File: src/rtl/int_arith_pkg.sv
package int_arith_pkg;

    typedef enum logic [2:0] {
        ARITH_ADD  = 3'd0,
        ARITH_ADDU = 3'd1,
        ARITH_SUB  = 3'd2,
        ARITH_SUBU = 3'd3,
        ARITH_SLT  = 3'd4,
        ARITH_SLTU = 3'd5,
        ARITH_RSV6 = 3'd6,
        ARITH_RSV7 = 3'd7
    } arith_op_e;

    typedef struct packed {
        logic invert_b;   // subtract: invert operand b, carry in one
        logic trap_en;    // signed overflow may raise the exception
        logic pick_sum;
        logic pick_slt;
        logic pick_sltu;
    } arith_ctl_t;

endpackage

File: src/rtl/imm_widen.sv
module imm_widen #(
    parameter int WIDTH = 32,
    parameter int IMM_W = 16
) (
    input  logic [IMM_W-1:0] imm_i,
    output logic [WIDTH-1:0] wide_o
);
    localparam int FILL_W = WIDTH - IMM_W;

    generate
        if (FILL_W > 0) begin : g_fill
            assign wide_o = {{FILL_W{imm_i[IMM_W-1]}}, imm_i};
        end else begin : g_trunc
            assign wide_o = imm_i[WIDTH-1:0];
        end
    endgenerate
endmodule

File: src/rtl/op_decode.sv
module op_decode
    import int_arith_pkg::*;
(
    input  arith_op_e  op_i,
    output arith_ctl_t ctl_o
);
    always_comb begin
        ctl_o = '0;
        unique case (op_i)
            ARITH_ADD:  begin ctl_o.trap_en = 1'b1; ctl_o.pick_sum = 1'b1; end
            ARITH_ADDU: begin ctl_o.pick_sum = 1'b1; end
            ARITH_SUB:  begin ctl_o.invert_b = 1'b1; ctl_o.trap_en = 1'b1; ctl_o.pick_sum = 1'b1; end
            ARITH_SUBU: begin ctl_o.invert_b = 1'b1; ctl_o.pick_sum = 1'b1; end
            ARITH_SLT:  begin ctl_o.invert_b = 1'b1; ctl_o.pick_slt = 1'b1; end
            ARITH_SLTU: begin ctl_o.invert_b = 1'b1; ctl_o.pick_sltu = 1'b1; end
            ARITH_RSV6: ctl_o = '0;
            ARITH_RSV7: ctl_o = '0;
        endcase
    end
endmodule

File: src/rtl/add_core.sv
module add_core #(
    parameter int WIDTH = 32
) (
    input  logic [WIDTH-1:0] a_i,
    input  logic [WIDTH-1:0] b_i,
    input  logic             invert_i,
    output logic [WIDTH-1:0] sum_o,
    output logic             cout_o,
    output logic             sovf_o
);
    localparam int MSB = WIDTH - 1;

    logic [WIDTH-1:0] b_eff;
    logic [WIDTH:0]   full;

    assign b_eff  = invert_i ? ~b_i : b_i;
    assign full   = {1'b0, a_i} + {1'b0, b_eff} + {{WIDTH{1'b0}}, invert_i};
    assign sum_o  = full[MSB:0];
    assign cout_o = full[WIDTH];
    // same-sign inputs to the adder whose sum flips sign
    assign sovf_o = (a_i[MSB] == b_eff[MSB]) && (full[MSB] != a_i[MSB]);
endmodule

File: src/rtl/int_arith_unit.sv
module int_arith_unit
    import int_arith_pkg::*;
#(
    parameter int WIDTH = 32,
    parameter int IMM_W = 16
) (
    input  logic [2:0]       op_i,
    input  logic             use_imm_i,
    input  logic [WIDTH-1:0] opa_i,
    input  logic [WIDTH-1:0] opb_i,
    input  logic [IMM_W-1:0] imm_i,
    output logic [WIDTH-1:0] res_o,
    output logic             ovf_o
);
    localparam int MSB = WIDTH - 1;

    arith_ctl_t       ctl;
    logic [WIDTH-1:0] imm_wide;
    logic [WIDTH-1:0] b_sel;
    logic [WIDTH-1:0] sum;
    logic             cout;
    logic             sovf;
    logic             lt_s;
    logic             lt_u;

    op_decode u_dec (
        .op_i  (arith_op_e'(op_i)),
        .ctl_o (ctl)
    );

    imm_widen #(.WIDTH(WIDTH), .IMM_W(IMM_W)) u_imm (
        .imm_i  (imm_i),
        .wide_o (imm_wide)
    );

    assign b_sel = use_imm_i ? imm_wide : opb_i;

    add_core #(.WIDTH(WIDTH)) u_add (
        .a_i      (opa_i),
        .b_i      (b_sel),
        .invert_i (ctl.invert_b),
        .sum_o    (sum),
        .cout_o   (cout),
        .sovf_o   (sovf)
    );

    assign lt_s = sum[MSB] ^ sovf;
    assign lt_u = ~cout;

    always_comb begin
        res_o = '0;
        if (ctl.pick_sum)
            res_o = sum;
        else if (ctl.pick_slt)
            res_o = {{MSB{1'b0}}, lt_s};
        else if (ctl.pick_sltu)
            res_o = {{MSB{1'b0}}, lt_u};
        ovf_o = ctl.trap_en & sovf;
    end
endmodule

File: config.mk
export PLATFORM = sky130hd
export DESIGN_NAME = int_arith_unit
export DESIGN_NICKNAME = d
export VERILOG_FILES = /design/src/rtl/int_arith_pkg.sv /design/src/rtl/imm_widen.sv /design/src/rtl/op_decode.sv /design/src/rtl/add_core.sv /design/src/rtl/int_arith_unit.sv
export SDC_FILE = /design/constraint.sdc
export NUM_CORES = 1
export LEC_CHECK = 0
export ABC_CLOCK_PERIOD_IN_PS = 4650
export BUFFER_PORTS_ARGS = -buffer_cell sky130_fd_sc_hd__buf_2
export CAP_MARGIN = 0
export CORE_UTILIZATION = 45
export DETAILED_ROUTE_END_ITERATION = 10
export MAX_ROUTING_LAYER = met4
export PLACE_DENSITY = 0.88
export SYNTH_ARGS = -nofsm -noshare
export SYNTH_HDL_FRONTEND = slang
export SYNTH_SLANG_ARGS = --single-unit
export TNS_END_PERCENT = 1
File: constraint.sdc
create_clock -name vclk -period 4.65
set_input_delay 0.93 -clock vclk [all_inputs]
set_output_delay 0.93 -clock vclk [all_outputs]
set_load 0.03 [all_outputs]
==> flow_summary.yaml <==
synthesis:
  synth_area_leaders: "ha_1 (16%), xnor2_1 (15%), a21oi_1 (8.2%), mux2i_1 (6.4%), nor2_1 (5.8%)"
  ys_top_cells_by_count: "xnor2_1 (43), a21oi_1 (41), nor2_1 (39)"
  syn_nets: 473
  ys_types: 58
  synthCells: 356
  synth.most_common_cell: "xnor2_1"
  syn_avg_cell_area_um2: 7.06
  yosysTopAreaCell: "ha_1"
  ys.warnings.count: 0
  synth_area_um2: 2510
  yosys.area.top_type_share_pct: 15.9
  synth_seq_area_share_pct: 0
run_status:
  outcome: "finished with violations"
  violations: "negative setup slack"
critical_path:
  cp-end-kind: "output pin"
  cpPeakStageDelay_ns: 0.38
  critPathSlowestCell: "a211oi_4"
  critPathKind: "primary input to output pin"
  required_ns: 3.72
  cp-start-kind: "primary input"
  cpMostUsedCell: "a21oi_1"
  worstPathArrival_ns: 3.88
  crit_chain: "buf_12 -> and2_1 -> buf_4 -> a21oi_1 -> xnor2_1 -> ha_1 -> a21oi_1 -> o21ai_1 -> nor2_1 -> nand3_2 -> a31oi_4 -> o21ai_4 -> a211oi_4 -> mux2_4 -> buf_6"
  crit_fanout: 6
sta:
  max_freq_mhz: 208
  maxSlewViolCount: 0
  finalCritPeriodShare_pct: 103
  worst_slew_pin_slew_ns: 0.501
  setup_viol_count_final: 8
  slew_headroom_pct: 65.7
  rsz0062_at_grt: "yes"
  whs_ns: 2.31
  period_needed_ns: 4.81
  setup_ws_ns: -0.160
  finalHoldViolCount: 0
finish:
  n_clock_buffer: 0
  post-route-util_pct: 80.6
  fin_cells: 621
  area_growth_pct: 68.0
  seq_cells: 0
  drive_gt1_share_pct: 47.2
  nets: 670
  n_fill_cell: 323
  multi_input_area_um2: 2720
  diodes: 0
  regArea_um2: 0
floorplan:
  fp.dieH_um: 76.7
  die_w_um: 76.7
  io_pins: 117
  start_util_pct: 48.0
  die_area_um2: 5890
  rows: 26
  core_um2: 5240
power_and_ir_drop:
  p_per_area_nw_per_um2: 319
  ir_worst_vdd_v: 0.000218
  power.leakage_nw: 2.07
  total_power_mw: 1.35
placed_design:
  dp.cells: 605
  place_congestion: 0.955
  dp_hpwl_mm: 7.32
  io_buffer_count: 117
  dpl_worst_slack_ns: -0.443
grt:
  overflow: 0
  grt_start_max_net_pins: 39
  grtUsageTotal_pct: 33.6
  grt_pass1_vias: 3699
  grt_pass1_wl_mm: 16.2
  antenna_found_initial: 0
detailed_routing:
  drtIter0Drc: 259
  wl_per_cell_um: 16.7
  drt-pass1-iter-count: 5
  routed_wl_mm: 10.4
  avgViaCountPerCell: 6.03
  postRouteAntennaNets: 0
  num_vias: 3745
  post-route-drc-count: 0
run:
  cap_violations: 0
cts:
  ctsHoldBuffers: 0
hold_path:
  min_path_type: "primary input to output pin"
  min-delay-start: "opa_i[31]"
  holdPathEnd: "ovf_o"
  holdPathStages: 4
## report_power, final
group | switching, mW | internal, mW | total [mW]
Combinational | 0.749 | 0.598 | 1.35
Clock | 0 | 0 | 0
Sequential | 0 | 0 | 0
Total | 0.749 | 0.598 | 1.35
## how the worst max path moves through the flow
stage | start | endpoint | slack, ns
2_1_floorplan | use_imm_i | res_o[22] | -0.02
3_3_place_gp | op_i[2] | res_o[31] | -0.33
3_5_place_dp | op_i[2] | res_o[30] | -0.44
4_1_cts | op_i[1] | res_o[31] | -0.08
5_1_grt | use_imm_i | res_o[31] | -0.31
6_report | use_imm_i | res_o[31] | -0.16
## stage by stage
step           area (um^2)  TNS [ns]
2_1_floorplan         2590   -0.0424
3_3_place_gp          3780     -2.58
3_5_place_dp          3780     -3.91
4_1_cts               4120    -0.162
5_1_grt               4220     -2.36
6_report              4220    -0.590
## worst max-delay path: cells and delay by family
| kind | cells | cell delay (ns) |
|---|---|---|
| xor gates and xnor gates | 1 | 0.15 |
| buffers and inverters | 3 | 0.42 |
| and+or+nand+nor | 3 | 0.50 |
| AOI/OAI and AO/OA | 6 | 1.25 |
| adders and majority gates | 1 | 0.31 |
| muxes | 1 | 0.34 |
## cell usage in the layout, fill, tap and decap left out, types with 7 or more instances in the layout
cell,count
xor2_1,10
a211oi_1,7
nand2_1,21
nand3_1,7
ha_1,31
a21oi_1,36
a21o_1,17
buf_4,90
o21ai_0,12
buf_2,105
mux2i_1,13
buf_6,12
xnor2_1,41
nor2_1,37
## kinds of logic (layout without fill, tap and decap cells)
group,Yosys count,in the layout,share of synthesized area (%)
compound gates,123,123,32.8
mux,20,20,8.61
xor+xnor,54,55,18.8
buf+inv,23,217,3.63
simple gates,103,103,19.5
fa+ha+maj,33,33,16.7
## per-layer routing
layer / GRT usage [%] / up-vias / part of all wire [%]
li1: - / 1699 / -
met3: 2.86 / 43 / 6.9
met2: 63.8 / 262 / 53
met1: 35.7 / 1741 / 37
met5: - / - / 0
met4: 12.1 / 0 / 3.6
## area by class of cell
class,count,share of cell area (%)
inverters,5,0.444
well taps,70,2.07
multi-input cells,334,64.4
repair buffers,212,33.1
## repair_timing
item	in CTS	in global routing
endpoints found under the setup margin	18	17
pin swaps	25	12
gates cloned	1	0
buffers inserted	13	3
resized for setup	52	22
No activity file was read; power rests on OpenSTA's default activity.
